<file path="config.mk">
export PLATFORM = sky130hd
export DESIGN_NAME = sticky_irq_status
export DESIGN_NICKNAME = d
export VERILOG_FILES = /design/src/rtl/isr_pkg.sv /design/src/rtl/isr_edge_detect.sv /design/src/rtl/isr_read_tracker.sv /design/src/rtl/isr_bit_cell.sv /design/src/rtl/sticky_irq_status.sv
export SDC_FILE = /design/constraint.sdc
export NUM_CORES = 1
export LEC_CHECK = 0
export ABC_CLOCK_PERIOD_IN_PS = 1500
export BUFFER_PORTS_ARGS = -buffer_cell sky130_fd_sc_hd__buf_2
export CAP_MARGIN = 40
export CORE_AREA = 2 2 53 55
export DETAILED_ROUTE_END_ITERATION = 12
export DIE_AREA = 0 0 55 57
export GPL_ROUTABILITY_DRIVEN = 0
export GPL_TIMING_DRIVEN = 0
export PLACE_DENSITY = 0.73
export SYNTH_ARGS = -nofsm -noshare
export SYNTH_HDL_FRONTEND = slang
export SYNTH_SLANG_ARGS = --single-unit
</file>
<file path="constraint.sdc">
create_clock -name clk -period 1.5 [get_ports clk]
set_clock_uncertainty 0.05 [all_clocks]
set_input_delay 0.075 -clock clk [delete_from_list [all_inputs] [get_ports clk]]
set_output_delay 0.075 -clock clk [all_outputs]
set_load 0.01 [all_outputs]
</file>
<file path="src/rtl/isr_pkg.sv">
`timescale 1ns/1ps
package isr_pkg;
    typedef enum logic {
        CAPTURE_EDGE  = 1'b0,
        CAPTURE_LEVEL = 1'b1
    } capture_mode_e;

    localparam int BIT_TX_SLIP    = 7;
    localparam int BIT_PORT_SLIP  = 6;
    localparam int BIT_RATIO_OOR  = 5;
    localparam int BIT_OVR_LEFT   = 4;
    localparam int BIT_OVR_RIGHT  = 3;
    localparam int BIT_CBUF_FIRST = 2;
    localparam int BIT_CBUF_SECND = 1;
    localparam int BIT_RX_ERROR   = 0;
    localparam int STATUS_BITS    = 8;
endpackage

</file>
<file path="src/rtl/isr_edge_detect.sv">
`timescale 1ns/1ps
module isr_edge_detect #(
    parameter int W = 8
) (
    input  logic         clk,
    input  logic         rst_n,
    input  logic [W-1:0] src,
    input  logic         level_mode,
    output logic [W-1:0] hit
);
    import isr_pkg::*;

    typedef struct packed {
        logic [W-1:0] prev;
    } edge_state_t;

    edge_state_t st_d, st_q;
    capture_mode_e mode;

    always_comb begin
        mode      = capture_mode_e'(level_mode);
        st_d      = st_q;
        st_d.prev = src;
        if (mode == CAPTURE_LEVEL) begin
            hit = src;
        end else begin
            hit = src & ~st_q.prev;
        end
    end

    always_ff @(posedge clk or negedge rst_n) begin
        if (!rst_n) begin
            st_q <= '0;
        end else begin
            st_q <= st_d;
        end
    end
endmodule

</file>
<file path="src/rtl/isr_read_tracker.sv">
`timescale 1ns/1ps
module isr_read_tracker #(
    parameter int W = 8
) (
    input  logic         clk,
    input  logic         rst_n,
    input  logic         rd_stb,
    input  logic [W-1:0] cur,
    output logic [W-1:0] clr
);
    typedef struct packed {
        logic         pend;
        logic [W-1:0] snap;
    } rd_state_t;

    rd_state_t st_d, st_q;

    always_comb begin
        st_d      = st_q;
        st_d.pend = rd_stb;
        if (rd_stb) begin
            st_d.snap = cur;
        end
        clr = st_q.pend ? st_q.snap : '0;
    end

    always_ff @(posedge clk or negedge rst_n) begin
        if (!rst_n) begin
            st_q <= '0;
        end else begin
            st_q <= st_d;
        end
    end
endmodule

</file>
<file path="src/rtl/isr_bit_cell.sv">
`timescale 1ns/1ps
module isr_bit_cell (
    input  logic clk,
    input  logic rst_n,
    input  logic set_i,
    input  logic clr_i,
    input  logic en_i,
    output logic bit_d,
    output logic bit_q
);
    typedef struct packed {
        logic held;
    } cell_state_t;

    cell_state_t st_d, st_q;

    always_comb begin
        st_d      = st_q;
        st_d.held = en_i & (set_i | (st_q.held & ~clr_i));
        bit_d     = st_d.held;
        bit_q     = st_q.held;
    end

    always_ff @(posedge clk or negedge rst_n) begin
        if (!rst_n) begin
            st_q <= '0;
        end else begin
            st_q <= st_d;
        end
    end
endmodule

</file>
<file path="src/rtl/sticky_irq_status.sv">
`timescale 1ns/1ps
module sticky_irq_status #(
    parameter int W = isr_pkg::STATUS_BITS
) (
    input  logic         clk,
    input  logic         rst_n,
    input  logic [W-1:0] evt_src,
    input  logic [W-1:0] mask_en,
    input  logic         level_mode,
    input  logic         rd_stb,
    output logic [W-1:0] rd_data,
    output logic         irq
);
    typedef struct packed {
        logic req;
    } top_state_t;

    top_state_t st_d, st_q;

    logic [W-1:0] set_vec;
    logic [W-1:0] clr_vec;
    logic [W-1:0] stat_d;
    logic [W-1:0] stat_q;

    isr_edge_detect #(.W(W)) u_edge (
        .clk        (clk),
        .rst_n      (rst_n),
        .src        (evt_src),
        .level_mode (level_mode),
        .hit        (set_vec)
    );

    isr_read_tracker #(.W(W)) u_rd (
        .clk    (clk),
        .rst_n  (rst_n),
        .rd_stb (rd_stb),
        .cur    (stat_q),
        .clr    (clr_vec)
    );

    for (genvar i = 0; i < W; i++) begin : g_cell
        isr_bit_cell u_cell (
            .clk   (clk),
            .rst_n (rst_n),
            .set_i (set_vec[i]),
            .clr_i (clr_vec[i]),
            .en_i  (mask_en[i]),
            .bit_d (stat_d[i]),
            .bit_q (stat_q[i])
        );
    end

    always_comb begin
        st_d     = st_q;
        st_d.req = |stat_d;
        rd_data  = stat_q;
        irq      = st_q.req;
    end

    always_ff @(posedge clk or negedge rst_n) begin
        if (!rst_n) begin
            st_q <= '0;
        end else begin
            st_q <= st_d;
        end
    end
endmodule

</file>
**Yosys cells after proc, flatten, opt, wreduce, memory -nomap -nowiden**

Index checks and enable logic that the tools add are counted.

- Flip-flop bits (word level): 26
- Output and inout port bits: 9

- Muxes and demuxes: 2
- Bitwise gates (word level): 34
- Reduce and logical (&&, ||, !) cells: 1

Operators with widths:

| cell | number |
|---|---|
| $and A1 B1 Y1 | 16 |
| $mux W8 | 2 |
| $and A8 B8 Y8 | 1 |
| $not A1 Y1 | 8 |
| $not A8 Y8 | 1 |
| $or A1 B1 Y1 | 8 |
| $reduce_or A8 Y1 | 1 |

**Depth between registers and ports, before layout**

- Depth after elaboration: 6
- Mapped depth: 4
- Mapped depth without buffers: 4

**Hierarchy**

From an unflattened synthesis, not the netlist that was laid out.

- Cell total of the unflattened synthesis: 71
- Area total of the unflattened synthesis: 1112.3 sq um

By module, submodules not included:

| module | times used | cells an instance | area each (sq um) | sequential area each (sq um) |
|---|---|---|---|---|
| isr_read_tracker | 1 | 26 | 406.6 | 225.2 |
| isr_bit_cell | 8 | 3 | 46.3 | 25.0 |
| isr_edge_detect | 1 | 17 | 294.0 | 200.2 |
| sticky_irq_status | 1 | 4 | 41.3 | 25.0 |

**Least setup slack after synthesis**

OpenSTA, ideal clock, no wires.

- Path type: reg2reg
- Start point: reg u_rd.st_q[8] (netlist bit)
- End point: reg st_q, in the netlist irq
- Library setup time: 129 ps
- Data arrival time: 891 ps
- Slack: 431 ps
- Cell stages (with the launch flop): 5
- Buffers on the path: 0
- Period minus slack after synthesis: 1069 ps
- Path through: dfrtp_1 and2_1 o22ai_2 nor4_2 nand2_1

- Cells in the longest elaborated chain, start to end: 6

Ends and longest elaborated chain:

| element | RTL line | RTL |
|---|---|---|
| from (decl) | isr_read_tracker.sv:16 | `rd_state_t st_d, st_q;` |
| from (signal assigned) | isr_read_tracker.sv:31 | `st_q <= st_d;` |
| $mux W8 | isr_read_tracker.sv:24 | `clr = st_q.pend ? st_q.snap : '0;` |
| $not A1 Y1 | isr_bit_cell.sv:19 | `st_d.held = en_i & (set_i \| (st_q.held & ~clr_i));` |
| $and A1 B1 Y1 | isr_bit_cell.sv:19 |  |
| $or A1 B1 Y1 | isr_bit_cell.sv:19 |  |
| $and A1 B1 Y1 | isr_bit_cell.sv:19 |  |
| net g_cell[0].u_cell.bit_d | isr_bit_cell.sv:8 | `output logic bit_d,` |
| $reduce_or A8 Y1 | sticky_irq_status.sv:55 | `st_d.req = \|stat_d;` |
| net st_d | sticky_irq_status.sv:18 | `top_state_t st_d, st_q;` |
| to (signal assigned) | sticky_irq_status.sv:64 | `st_q <= st_d;` |
| to (decl) | sticky_irq_status.sv:18 |  |

The timed path passes the listed nets, and every way through them passes these cells.
A chain may end at the register's enable or synchronous reset.

**Worst setup path in the final report**

- Start point: reg u_rd.st_q[8] (netlist bit)
- End point: reg st_q, in the netlist irq

- Cells in the longest elaborated chain, start to end: 6

Ends and longest elaborated chain:

| element | RTL line |
|---|---|
| $mux W8 | isr_read_tracker.sv:24 |
| $not A1 Y1 | isr_bit_cell.sv:19 |
| $and A1 B1 Y1 | isr_bit_cell.sv:19 |
| $or A1 B1 Y1 | isr_bit_cell.sv:19 |
| $and A1 B1 Y1 | isr_bit_cell.sv:19 |
| net g_cell[5].u_cell.bit_d | isr_bit_cell.sv:8 |
| $reduce_or A8 Y1 | sticky_irq_status.sv:55 |
| net st_d | sticky_irq_status.sv:18 |

The timed path passes the listed nets, and every way through them passes these cells.

==> Flow_metrics.wiki <==
{| class="wikitable"
! Metric !! Value
|-
| Unrepaired setup endpoints after global routing || false
|-
| Top Ports || 29
|-
| Nets || 157
|-
| Initial standard-cell utilization of the core || 0.415
|-
| Mapped Area || 0.00109 mm2
|-
| Main combinational cell family by area after synthesis || simple AND/OR/NAND/NOR gates
|-
| Remaining antenna violation count || 0
|-
| Crit Path Class || register to register
|-
| Fraction of layout instances using a drive strength above 1 || 0.426
|-
| Share of cell area taken by muxes after synthesis || 0.0829
|-
| Total of buffers placed on input and output ports || 28
|-
| Crit Reg-Reg Endpoint || irq
|-
| Final setup fails || 0
|-
| Vias post-DR || 768
|-
| Die width || 55 um
|-
| Leakage Power || 0.727 nW
|-
| All-layer global routing usage || 0.146
|-
| Required time at the endpoint of the critical path || 1.66 ns
|-
| Worst vdd rail ir drop || 0.000692 V
|-
| R2R setup slack || 0.23 ns
|-
| Global-route wire length before repair || 3310 um
|-
| Seq/Total Area, Yosys || 0.599
|-
| CTS Sinks || 26
|-
| Number of warning messages in the yosys log || 0
|-
| Worst hold path depth || 3
|-
| Worst reg2reg path depth || 4
|-
| DPL Wire Length || 1420 um
|-
| Highest-count cells in the layout ignoring fill and taps || buf_2, dfrtp_1, dlygate4sd3_1, nand2_1
|-
| Placement Rows || 19
|-
| Most common cell after layout, fill and taps aside || buf_2
|-
| Slew margin rel. || 0.632
|-
| N_diodes || 0
|-
| Root Driver || clkbuf_4
|-
| Endpoint with the worst hold slack || g_cell[4].u_cell.bit_q
|-
| Share of the clock period used by the worst path || 0.845
|-
| Critical path capture point type || register
|-
| Initial antenna violation count || 0
|-
| Die outline height || 57 um
|-
| Max FO, Critical Path || 8
|-
| Number of synthesized register bits || 26
|-
| CTS tree || done
|-
| Maximum level of the CTS H-tree || 1
|-
| Resized Gates After CTS || 0
|-
| Drt first-iter violations || 2
|-
| Final routed DRC violation total || 0
|-
| Placeable Area || 0.00262 mm2
|-
| Kind of path behind the tightest hold check || input port to register
|-
| Distinct cell type count after synthesis || 13
|-
| Vias in the first global route || 777
|-
| TritonRoute pass-1 iters || 4
|-
| Filler cells || 236
|-
| Synthesis-to-layout area growth || 37.9%
|-
| Via density per instance || 4.60
|-
| Synth Area in XOR/XNOR || 0
|-
| Cells after synthesis || 86
|-
| Critical path launch point type || register
|-
| Power density over the cells || 1020 mW/mm2
|-
| Simple-gate portion of the synthesized area || 0.177
|-
| Critical register-to-register path startpoint || u_rd.st_q[8]
|-
| Total CTS buffers || 3
|-
| Routed length per placed instance || 12.1 um
|-
| Post-route setup TNS || 0 ns
|-
| Shortest period the worst path allows || 1.27 ns
|-
| Synth Area in Compound Gates || 0.0806
|-
| Beginning of the worst hold path || level_mode
|-
| Post-CTS setup buffer count || 0
|-
| # Max-Cap Violations || 0
|-
| Pin count of the biggest net entering global routing || 27
|-
| Syn_nets || 106
|-
| Outcome || finished, final reports clean
|-
| Clock Path Buffers || 2
|-
| Worst endpoint data arrival time || 1.43 ns
|-
| Synthesized-area fraction occupied by adder cells || 0
|-
| Clk_lat worst skew || 0.31 ns
|-
| GRT Residual Overflow || 0
|-
| Maximum operating frequency || 789 MHz
|-
| Average cell area after synthesis || 12.6 um2
|-
| Worst slack, placed || 0.213 ns
|-
| Wirelength, routed || 2030 um
|-
| Number of slew-limit violations in the final report || 0
|-
| DIE AREA || 0.00314 mm2
|-
| Clk slew on worst S/H paths || 0.14 ns
|-
| Worst Slack Setup Final || 0.232 ns
|-
| Hold violation count in the final report || 0
|-
| Worst Tran Pin Value || 0.552 ns
|}
==> stage by stage <==
step | cells | utilization | cell area (um2) | total power, mW | hold slack [ns]
5_1_grt | 167 | 0.573 | 1500 | 1.62 | 0.136
3_3_place_gp | 145 | 0.484 | 1260 | 1.03 | 0.0400
6_report | 167 | 0.573 | 1500 | 1.53 | 0.138
3_5_place_dp | 145 | 0.484 | 1260 | 1.04 | 0.0513
4_1_cts | 167 | 0.573 | 1500 | 1.55 | 0.149
2_1_floorplan | 86 | - | 1090 | 0.950 | -0.271
==> worst max path at each step <==
| stage | start | endpoint | slack (ns) | depth (start not counted) |
|---|---|---|---|---|
| 6_report | u_rd.st_q[8] | irq | 0.23 | 4 |
| 4_1_cts | u_rd.st_q[8] | irq | 0.18 | 4 |
| 5_1_grt | u_rd.st_q[8] | irq | 0.1 | 4 |
| 3_3_place_gp | u_rd.st_q[8] | irq | 0.24 | 4 |
| 2_1_floorplan | u_rd.st_q[8] | irq | 0.43 | 4 |
| 3_5_place_dp | u_rd.st_q[8] | irq | 0.21 | 4 |
==> flip-flops by register name, indices dropped and copies added (netlist names) <==
register and cells:
u_edge.st_q 8, irq 1, g_cell.u_cell.bit_q 8, u_rd.st_q 9
==> layout make-up <==
class,count,area [um2],area share
plain buffers,9,65.1,0.0434
clock buffers,3,22.5,0.0150
clock inverters,1,30.0,0.0201
multi-input cells,51,370,0.247
flip-flops and latches,26,651,0.434
well taps,31,38.8,0.0259
repair buffers,46,320,0.214
==> cell usage after synthesis <==
master | count | area share
nor2b_1 | 4 | 0.023
o22ai_2 | 6 | 0.069
nor4_2 | 1 | 0.012
buf_2 | 1 | 0.0046
o22ai_1 | 2 | 0.012
and2_1 | 8 | 0.046
dfrtp_1 | 26 | 0.60
mux2_2 | 8 | 0.083
and2b_1 | 2 | 0.014
and2b_4 | 2 | 0.018
nand2_1 | 17 | 0.059
nor4_1 | 1 | 0.0058
buf_4 | 8 | 0.055
==> where the power goes <==
group | leakage (nW) | switching [mW] | internal (mW) | total (mW)
clock | 0.0279 | 0.201 | 0.270 | 0.471
combinational | 0.381 | 0.107 | 0.157 | 0.264
sequential | 0.317 | 0.0337 | 0.765 | 0.799
==> worst max-delay path, stage by stage (launching register included) <==
cell and delay, ns:
dfrtp_1 0.49, and2_1 0.16, o22ai_1 0.09, nor4_1 0.29, nand2_1 0.09
==> cells by family after synthesis <==
logic type | Yosys count
buf+inv | 9
simple gates | 35
flops | 26
mux | 8
compound gates | 8
==> what timing repair did <==
item / 4_1_cts / 5_1_grt
hold buffers: 18 / 0
endpoints found under the hold margin: 43 / 0
setup endpoints to repair: 0 / 0
==> metal layers <==
layer	up-vias	part of all wire	wire length, um	GRT usage
met1	373	0.44	901	0.190
met4	0	0	0	0.0314
met2	16	0.52	1060	0.248
li1	379	-	-	-
met5	-	0	0	0
met3	0	0.035	70	0.0314
(Power assumes the default switching activity.)
